File: src/rtl/pci_bar_pkg.sv
package pci_bar_pkg;
  localparam int ADDR_W   = 32;
  localparam int SIZE_W   = 5;
  localparam int BE_W     = ADDR_W / 8;
  localparam int ATTR_W   = 4;
  localparam int MIN_SIZE = 4;

  // Ones from the size boundary upward; codes below MIN_SIZE act as MIN_SIZE.
  function automatic logic [ADDR_W-1:0] size_mask(input logic [SIZE_W-1:0] code);
    logic [SIZE_W-1:0] eff;
    eff = (code < SIZE_W'(MIN_SIZE)) ? SIZE_W'(MIN_SIZE) : code;
    return ~((ADDR_W'(1) << eff) - ADDR_W'(1));
  endfunction

  // Byte-wise merge of write data into an old word.
  function automatic logic [ADDR_W-1:0] be_merge(input logic [ADDR_W-1:0] old_w,
                                                 input logic [ADDR_W-1:0] new_w,
                                                 input logic [BE_W-1:0]   be);
    logic [ADDR_W-1:0] res;
    res = old_w;
    for (int b = 0; b < BE_W; b++)
      if (be[b]) res[b*8 +: 8] = new_w[b*8 +: 8];
    return res;
  endfunction
endpackage

File: src/rtl/bar_slot.sv
module bar_slot
  import pci_bar_pkg::*;
(
  input  logic              clk,
  input  logic              rst_n,
  input  logic              wr_en,
  input  logic [BE_W-1:0]   be,
  input  logic [ADDR_W-1:0] wdata,
  input  logic              map_en,
  input  logic [SIZE_W-1:0] map_size,
  input  logic              map_io,
  input  logic              map_pref,
  input  logic [1:0]        map_loc,
  input  logic [ADDR_W-1:0] bus_addr,
  input  logic              bus_io,
  output logic [ADDR_W-1:0] rd_val,
  output logic              hit,
  output logic [ADDR_W-1:0] base_o,
  output logic [ADDR_W-1:0] mask_o,
  output logic              wr_fire
);
  logic [ADDR_W-1:0] base_q;
  logic [ADDR_W-1:0] base_d;
  logic [ADDR_W-1:0] mask;
  logic [ATTR_W-1:0] attr;

  assign mask    = size_mask(map_size);
  assign attr    = {map_pref, map_loc, map_io};
  assign wr_fire = wr_en & map_en;
  assign base_d  = wr_fire ? be_merge(base_q, wdata, be) : base_q;

  // Masking on every edge clears bits that fall below a grown boundary.
  always_ff @(posedge clk) begin
    if (!rst_n) base_q <= '0;
    else        base_q <= base_d & mask;
  end

  assign rd_val = map_en ? ((base_q & mask) | ADDR_W'(attr)) : '0;
  assign hit    = map_en && (bus_io == map_io) &&
                  ((bus_addr & mask) == (base_q & mask));
  assign base_o = base_q;
  assign mask_o = mask;
endmodule

File: src/rtl/bar_rdmux.sv
module bar_rdmux
  import pci_bar_pkg::*;
#(
  parameter int NUM_AP = 4,
  parameter int SEL_W  = 2
) (
  input  logic [NUM_AP*ADDR_W-1:0] rd_flat,
  input  logic [SEL_W-1:0]         sel,
  output logic [ADDR_W-1:0]        rdata
);
  always_comb begin
    rdata = '0;
    for (int i = 0; i < NUM_AP; i++)
      if (sel == SEL_W'(i)) rdata = rd_flat[i*ADDR_W +: ADDR_W];
  end
endmodule

File: src/rtl/pci_bar_bank.sv
module pci_bar_bank
  import pci_bar_pkg::*;
#(
  parameter int NUM_AP = 4,
  localparam int SEL_W = (NUM_AP > 1) ? $clog2(NUM_AP) : 1
) (
  input  logic                     clk,
  input  logic                     rst_n,
  input  logic                     cfg_we,
  input  logic [SEL_W-1:0]         cfg_sel,
  input  logic [3:0]               cfg_be,
  input  logic [31:0]              cfg_wdata,
  output logic [31:0]              cfg_rdata,
  input  logic [NUM_AP-1:0]        map_en,
  input  logic [NUM_AP*5-1:0]      map_size,
  input  logic [NUM_AP-1:0]        map_io,
  input  logic [NUM_AP-1:0]        map_pref,
  input  logic [NUM_AP*2-1:0]      map_loc,
  input  logic [31:0]              bus_addr,
  input  logic                     bus_io,
  output logic [NUM_AP-1:0]        hit
);
  logic [NUM_AP*ADDR_W-1:0] rd_flat;
  logic [NUM_AP*ADDR_W-1:0] base_flat;
  logic [NUM_AP*ADDR_W-1:0] mask_flat;
  logic [NUM_AP-1:0]        wr_fire;

  for (genvar i = 0; i < NUM_AP; i++) begin : g_slot
    bar_slot slot_i (
      .clk      (clk),
      .rst_n    (rst_n),
      .wr_en    (cfg_we && (cfg_sel == SEL_W'(i))),
      .be       (cfg_be),
      .wdata    (cfg_wdata),
      .map_en   (map_en[i]),
      .map_size (map_size[i*SIZE_W +: SIZE_W]),
      .map_io   (map_io[i]),
      .map_pref (map_pref[i]),
      .map_loc  (map_loc[i*2 +: 2]),
      .bus_addr (bus_addr),
      .bus_io   (bus_io),
      .rd_val   (rd_flat[i*ADDR_W +: ADDR_W]),
      .hit      (hit[i]),
      .base_o   (base_flat[i*ADDR_W +: ADDR_W]),
      .mask_o   (mask_flat[i*ADDR_W +: ADDR_W]),
      .wr_fire  (wr_fire[i])
    );
  end

  bar_rdmux #(.NUM_AP(NUM_AP), .SEL_W(SEL_W)) rdmux_i (
    .rd_flat (rd_flat),
    .sel     (cfg_sel),
    .rdata   (cfg_rdata)
  );
endmodule

File: config.mk
export PLATFORM = sky130hd
export DESIGN_NAME = pci_bar_bank
export DESIGN_NICKNAME = d
export VERILOG_FILES = /design/src/rtl/pci_bar_pkg.sv /design/src/rtl/bar_slot.sv /design/src/rtl/bar_rdmux.sv /design/src/rtl/pci_bar_bank.sv
export SDC_FILE = /design/constraint.sdc
export NUM_CORES = 1
export LEC_CHECK = 0
export CAP_MARGIN = 30
export CORE_MARGIN = 4
export CORE_UTILIZATION = 50
export DETAILED_ROUTE_END_ITERATION = 6
export DONT_BUFFER_PORTS = 1
export PLACE_DENSITY_LB_ADDON = 0.25
export SLEW_MARGIN = 20
export SYNTH_ARGS = -nofsm -noshare
export SYNTH_HDL_FRONTEND = slang
export SYNTH_SLANG_ARGS = --single-unit
File: constraint.sdc
create_clock -name clk -period 8.38 [get_ports clk]
set_input_delay 1.676 -clock clk [delete_from_list [all_inputs] [get_ports clk]]
set_output_delay 1.676 -clock clk [all_outputs]
set_load 0.005 [all_outputs]
* Yosys cells after proc, flatten, opt, wreduce, memory -nomap -nowiden
Cells that the tools add are included.
** Word-level totals
- Register bits :: 128
- Bits in latches :: 0
- RAM bits :: 0
- ROM bits :: 0
- Input port bits :: 114
- Output and inout port bits :: 36
- Logic and storage cells :: 96
- Memories :: 0
** Cells by class
- Add/sub/neg operators :: 4
- Multiply operators :: 0
- Div/mod/pow operators :: 0
- $lt $le $gt $ge :: 4
- Equality and inequality tests :: 11
- Shift-type cells :: 4
- Multiplexer cells :: 32
- Bitwise operators :: 24
- Reductions and logical operators :: 13
** Operators with widths (number)
- AND 32 bit :: 12
- two-way mux 32 bit :: 12
- == test 32 bit :: 4
- two-way mux 8 bit :: 16
- inverter 32 bit :: 4
- bitwise OR 32 x 4 -> 32 bit :: 4
- << shifter 1 x 5 -> 32 bit, first input constant :: 4
- subtractor 32 x 2 -> 32 bit, second input constant :: 4
- < comparator 5 x 3 -> 1 bit, second input constant :: 4
- two-way mux 5 bit :: 4
- logical AND 1 bit :: 12
- AND 1 bit :: 4
- == test 1 bit :: 4
- == test 2 bit, second input constant :: 2
- == test 2 x 1 -> 1 bit, second input constant :: 1
- logical NOT 2 bit :: 1

* Longest topological paths before layout
- Depth in word-level cells :: 12
- Mapped depth :: 10
- Depth with buffers taken out :: 7

* Modules after synthesis
Synthesis repeated with hierarchy kept, for this count alone.
** Second synthesis, totals
- Cells, all modules :: 1271
- Area total of the unflattened synthesis :: 10531.4 µm²
** Modules (own cells, without submodules)
- bar_slot :: instances 4, cells each 307, area an instance 2419.8 µm², sequential area each 640.6 µm²
- bar_rdmux :: instances 1, cells each 39, area an instance 814.5 µm², sequential area each 0.0 µm²
- pci_bar_bank :: instances 1, cells each 4, area an instance 37.5 µm², sequential area each 0.0 µm²

* Worst setup path after synthesis
Ideal clock, no wire load.
- Path type :: input to output
- From :: input map_size[4]
- To :: output hit[0]
- Data arrival time :: 3.334 ns
- Required time :: 6.704 ns
- Setup slack :: 3.370 ns
- Stages :: 8
- Path buffers :: 3
- Cells stage by stage :: buf_2 > buf_2 > o211ai_1 > a221oi_1 > nand4_1 > or4_1 > nor4_1 > buf_4
** On the way
- Word-level cells in the longest chain between the ends :: 8
- Elaborated cells between the ends (all ways) :: 9
- Those cells by class :: add/sub (1); order compare (1); eq/ne (1); shift (1); mux (1); bitwise (3); reduce/logical (1)
** Ends and longest elaborated chain
- from (decl) :: line pci_bar_bank.sv:15 : input logic [NUM_AP*5-1:0] map_size,
- < comparator 5 x 3 -> 1 bit :: line pci_bar_pkg.sv:11 : eff = (code < SIZE_W'(MIN_SIZE)) ? SIZE_W'(MIN_SIZE) : code;
- two-way mux 5 bit (*) :: line pci_bar_pkg.sv:11
- << shifter 1 x 5 -> 32 bit (*) :: line pci_bar_pkg.sv:12 : return ~((ADDR_W'(1) << eff) - ADDR_W'(1));
- subtractor 32 x 2 -> 32 bit (*) :: line pci_bar_pkg.sv:12
- inverter 32 bit (*) :: line pci_bar_pkg.sv:12
- AND 32 bit :: line bar_slot.sv:40 : ((bus_addr & mask) == (base_q & mask));
- == test 32 bit (*) :: line bar_slot.sv:40
- logical AND 1 bit (*) :: line bar_slot.sv:39 : assign hit = map_en && (bus_io == map_io) &&
- to (decl) :: line pci_bar_bank.sv:21 : output logic [NUM_AP-1:0] hit
Mark *: on every way between the ends. The rest lies on a longest branch, timed or not.

* Final worst setup path
- From :: input map_size[1]
- To :: output hit[0]
Same word-level chain as after synthesis.

==> summary.md <==
| Metric | Value |
|---|---|
| Grt met3 use | 12.4% |
| Maxcap violations | 0 |
| CP Launch Point | map_size[1] |
| Post-synth EDFFs | 0 |
| Warnings from Yosys | 0 |
| Setup WS post-layout | 2840 ps |
| PostCTS Resize Cnt | 0 |
| Worst r2r dst | g_slot[3].slot_i.base_o[20] |
| Synth Area in Simple Gates | 29.0% |
| Minimum clock period | 5540 ps |
| Global-route wire length before repair | 61,100 um |
| H-tree levels | 4 |
| TritonCTS buffer count | 17 |
| Hold path depth | 2 |
| Setup CP Type | in2out |
| Hold_ws | 475 ps |
| Main combinational cell family by area after synthesis | simple AND/OR/NAND/NOR gates |
| Synth Area in Compound Gates | 26.6% |
| Initial Util | 51.2% |
| Pwr Total | 1.51 mW |
| Area growth, synth to finish | 5.41% |
| Largest net degree at the start of global routing | 118 |
| CP required | 6700 ps |
| Hold buffers post-CTS | 0 |
| CTS tree | done |
| Post-DP HPWL | 30,400 um |
| Asr flop ratio synth | 0% |
| DRT Pass-1 Iters | 7 |
| Gr busiest metal | met2 |
| Most frequent cells in the layout | 225 x nand2_1, 120 x dfxtp_1, 100 x o21ai_0 |
| Worst slew margin | 27.3% |
| Drt first-iter violations | 1,659 |
| Cell count after synthesis | 1,343 |
| Die footprint | 0.0216 sq mm |
| WL/cell | 26.7 um |
| Tcrit/Tclk final | 66.1% |
| Top_reg_cell synth | dfxtp_1 |
| Max reg flops | 120 |
| Placed insts | 1,518 |
| GP Congestion | 1.05 |
| Global Route met2 Usage | 53.6% |
| Adder-Cell Fraction of Synth Area | 0.519% |
| Netlist cell types | 78 |
| CP endpoint | hit[0] |
| CP Launch Type | input port |
| Mean Syn Cell Area | 7.18 sq um |
| Place WS | 2970 ps |
| Worst path arrival time | 3870 ps |
| # DRC | 1 |
| Vias | 10,756 |
| Port bufs | 0 |
| Finish-stage setup viols | 0 |
| Multi-input gate area | 0.00667 sq mm |
| Highest clock rate | 180 MHz |
| Via-per-instance ratio | 6.93 |
| Share of the yosys chip area belonging to registers | 24.9% |
| Max VDD drop | 0.155 mV |
| Die extent in x | 147 um |
| Setup Fix Bufs, Post-CTS | 0 |
| Number of global-route vias before repair | 9,967 |
| Worst Tran Pin Value | 1090 ps |
| Tot GR Track Use | 37.0% |
| Commonest non-fill, non-tap cell in the layout | nand2_1 |
| Reg area | 0.00240 sq mm |
| Die height | 147 um |
| Mux contribution to synthesized area | 5.23% |
| Unrepaired setup endpoints after global routing | no |
| Antenna-violating nets left | 0 |
| Worst-path clk slew | 60 ps |
| Synth Register Bits | 120 |
| CTS sink count | 120 |
| Reg2reg path depth | 2 |
| Hold Vio Cnt, Final | 0 |
| Root Buffer | clkbuf_16 |
| Synthesized area | 0.00964 sq mm |
| Worst hold path class | reg2reg |
| Met1 global-route usage | 47.7% |
| Status | finished with violations |
| Setup TNS | 0 ps |
| Post-synthesis xor/xnor area fraction | 7.54% |
| Core Region | 0.0188 sq mm |
| Global route overflow | 0 |
| Pleak | 3.50 nW |
| Bufs on Longest Clock Path | 2 |
| Rows | 50 |
| Final net count | 1,396 |
| R2r setup slk | 7480 ps |
| ANT cells | 0 |
| Worst r2r src | g_slot[3].slot_i.base_o[20] |
| Post-route non-filler standard cell count | 1,551 |
| Failing checks | DRC |
| Fin. max-slew vios | 0 |
| Routed WL | 41,400 um |
| Layout cells sized above 1 | 5.73% |
| Latest clock arrival within the worst-skew pair | 440 ps |
| Clock skew | 0 ps |
| P per Cell Area | 148 mW/mm^2 |
| Worst Setup End Kind | output pin |
| I/O pins | 150 |
| Filler cells | 1,855 |
| Crit-path max FO | 17 |
| Initial antenna violation count | 0 |
[cell families (layout without fill, tap and decap cells)]
group,count (synthesis),in the layout
AND/OR/NAND/NOR,559,559
buffers and inverters,136,77
flip-flops,120,120
adder cells (fa/ha/maj),4,4
multiplexers,48,48
AO/OA/AOI/OAI,392,392
XOR/XNOR,83,83
other,1,8
[layout make-up]
cell class,instances,area share (%)
Clock inverter,9,0.739
Tap cell,260,3.20
Inverter,33,1.22
Sequential cell,120,23.6
Multi-Input combinational cell,1094,65.7
Timing Repair Buffer,12,0.887
Clock buffer,23,4.61
[worst min-delay path by stage]
stage	start	endpoint	slack [ps]
floorplan	g_slot[0].slot_i.base_o[17]	g_slot[0].slot_i.base_o[17]	450
global placement	g_slot[0].slot_i.base_o[29]	g_slot[0].slot_i.base_o[29]	450
detailed placement	g_slot[0].slot_i.base_o[17]	g_slot[0].slot_i.base_o[17]	470
CTS	g_slot[0].slot_i.base_o[17]	g_slot[0].slot_i.base_o[17]	470
global route	g_slot[0].slot_i.base_o[16]	g_slot[0].slot_i.base_o[16]	500
finish	g_slot[0].slot_i.base_o[17]	g_slot[0].slot_i.base_o[17]	470
[Yosys cell counts, types with 6 or more instances]
library cell | number | area [sq um]
inv_1 | 33 | 124
nand4_1 | 25 | 156
a221oi_1 | 6 | 52.6
o32ai_1 | 12 | 105
nand3b_1 | 11 | 82.6
nor4_1 | 15 | 93.8
a22oi_1 | 12 | 90.1
o21a_1 | 7 | 52.6
nor2b_1 | 18 | 113
mux2i_1 | 29 | 290
a32oi_1 | 20 | 175
o21ai_0 | 100 | 500
o221ai_1 | 6 | 52.6
xnor2_1 | 29 | 254
xor2_1 | 54 | 473
and3_1 | 37 | 231
mux2_2 | 19 | 214
nand3_1 | 70 | 350
clkbuf_1 | 46 | 173
and2_1 | 10 | 62.6
nand2b_1 | 17 | 106
a21boi_0 | 7 | 52.6
nor2_1 | 56 | 210
a211oi_1 | 6 | 45.0
a31oi_1 | 27 | 169
buf_1 | 11 | 41.3
o211ai_1 | 23 | 173
dfxtp_1 | 120 | 2400
buf_4 | 7 | 52.6
o22ai_1 | 6 | 37.5
nor3b_1 | 31 | 233
or3_1 | 13 | 81.3
a21o_1 | 7 | 52.6
nor3_1 | 7 | 35.0
a21oi_1 | 92 | 460
buf_2 | 38 | 190
o31ai_1 | 11 | 82.6
nand2_1 | 225 | 845
[where the power goes]
part / switching, mW / internal [mW] / leakage [nW]
clock: 0.293 / 0.419 / 0.266
combinational: 0.138 / 0.0783 / 2.26
sequential: 0.00420 / 0.576 / 0.968
[worst max-delay path, stage by stage]
cell and delay, ps:
and2_1 330, nor3_1 140, a221oi_1 490, nand4_1 270, or4_1 550, nor4_1 400
[routing by layer]
layer / share of wire, % / routed length [um] / vias to the layer above
met5: 0 / 0 / -
met4: 7.1 / 2930 / 0
met3: 14 / 5770 / 178
met2: 41 / 17100 / 815
met1: 38 / 15600 / 4986
li1: - / - / 4777
[per-stage QoR]
step | cell area [sq um] | utilization [%]
3_3_place_gp | 9610 | 51.0
3_5_place_dp | 9610 | 51.0
5_1_grt | 10200 | 53.9
4_1_cts | 10200 | 53.9
2_1_floorplan | 9660 | -
6_report | 10200 | 53.9
Note: power is estimated with default switching activity, not from simulation.
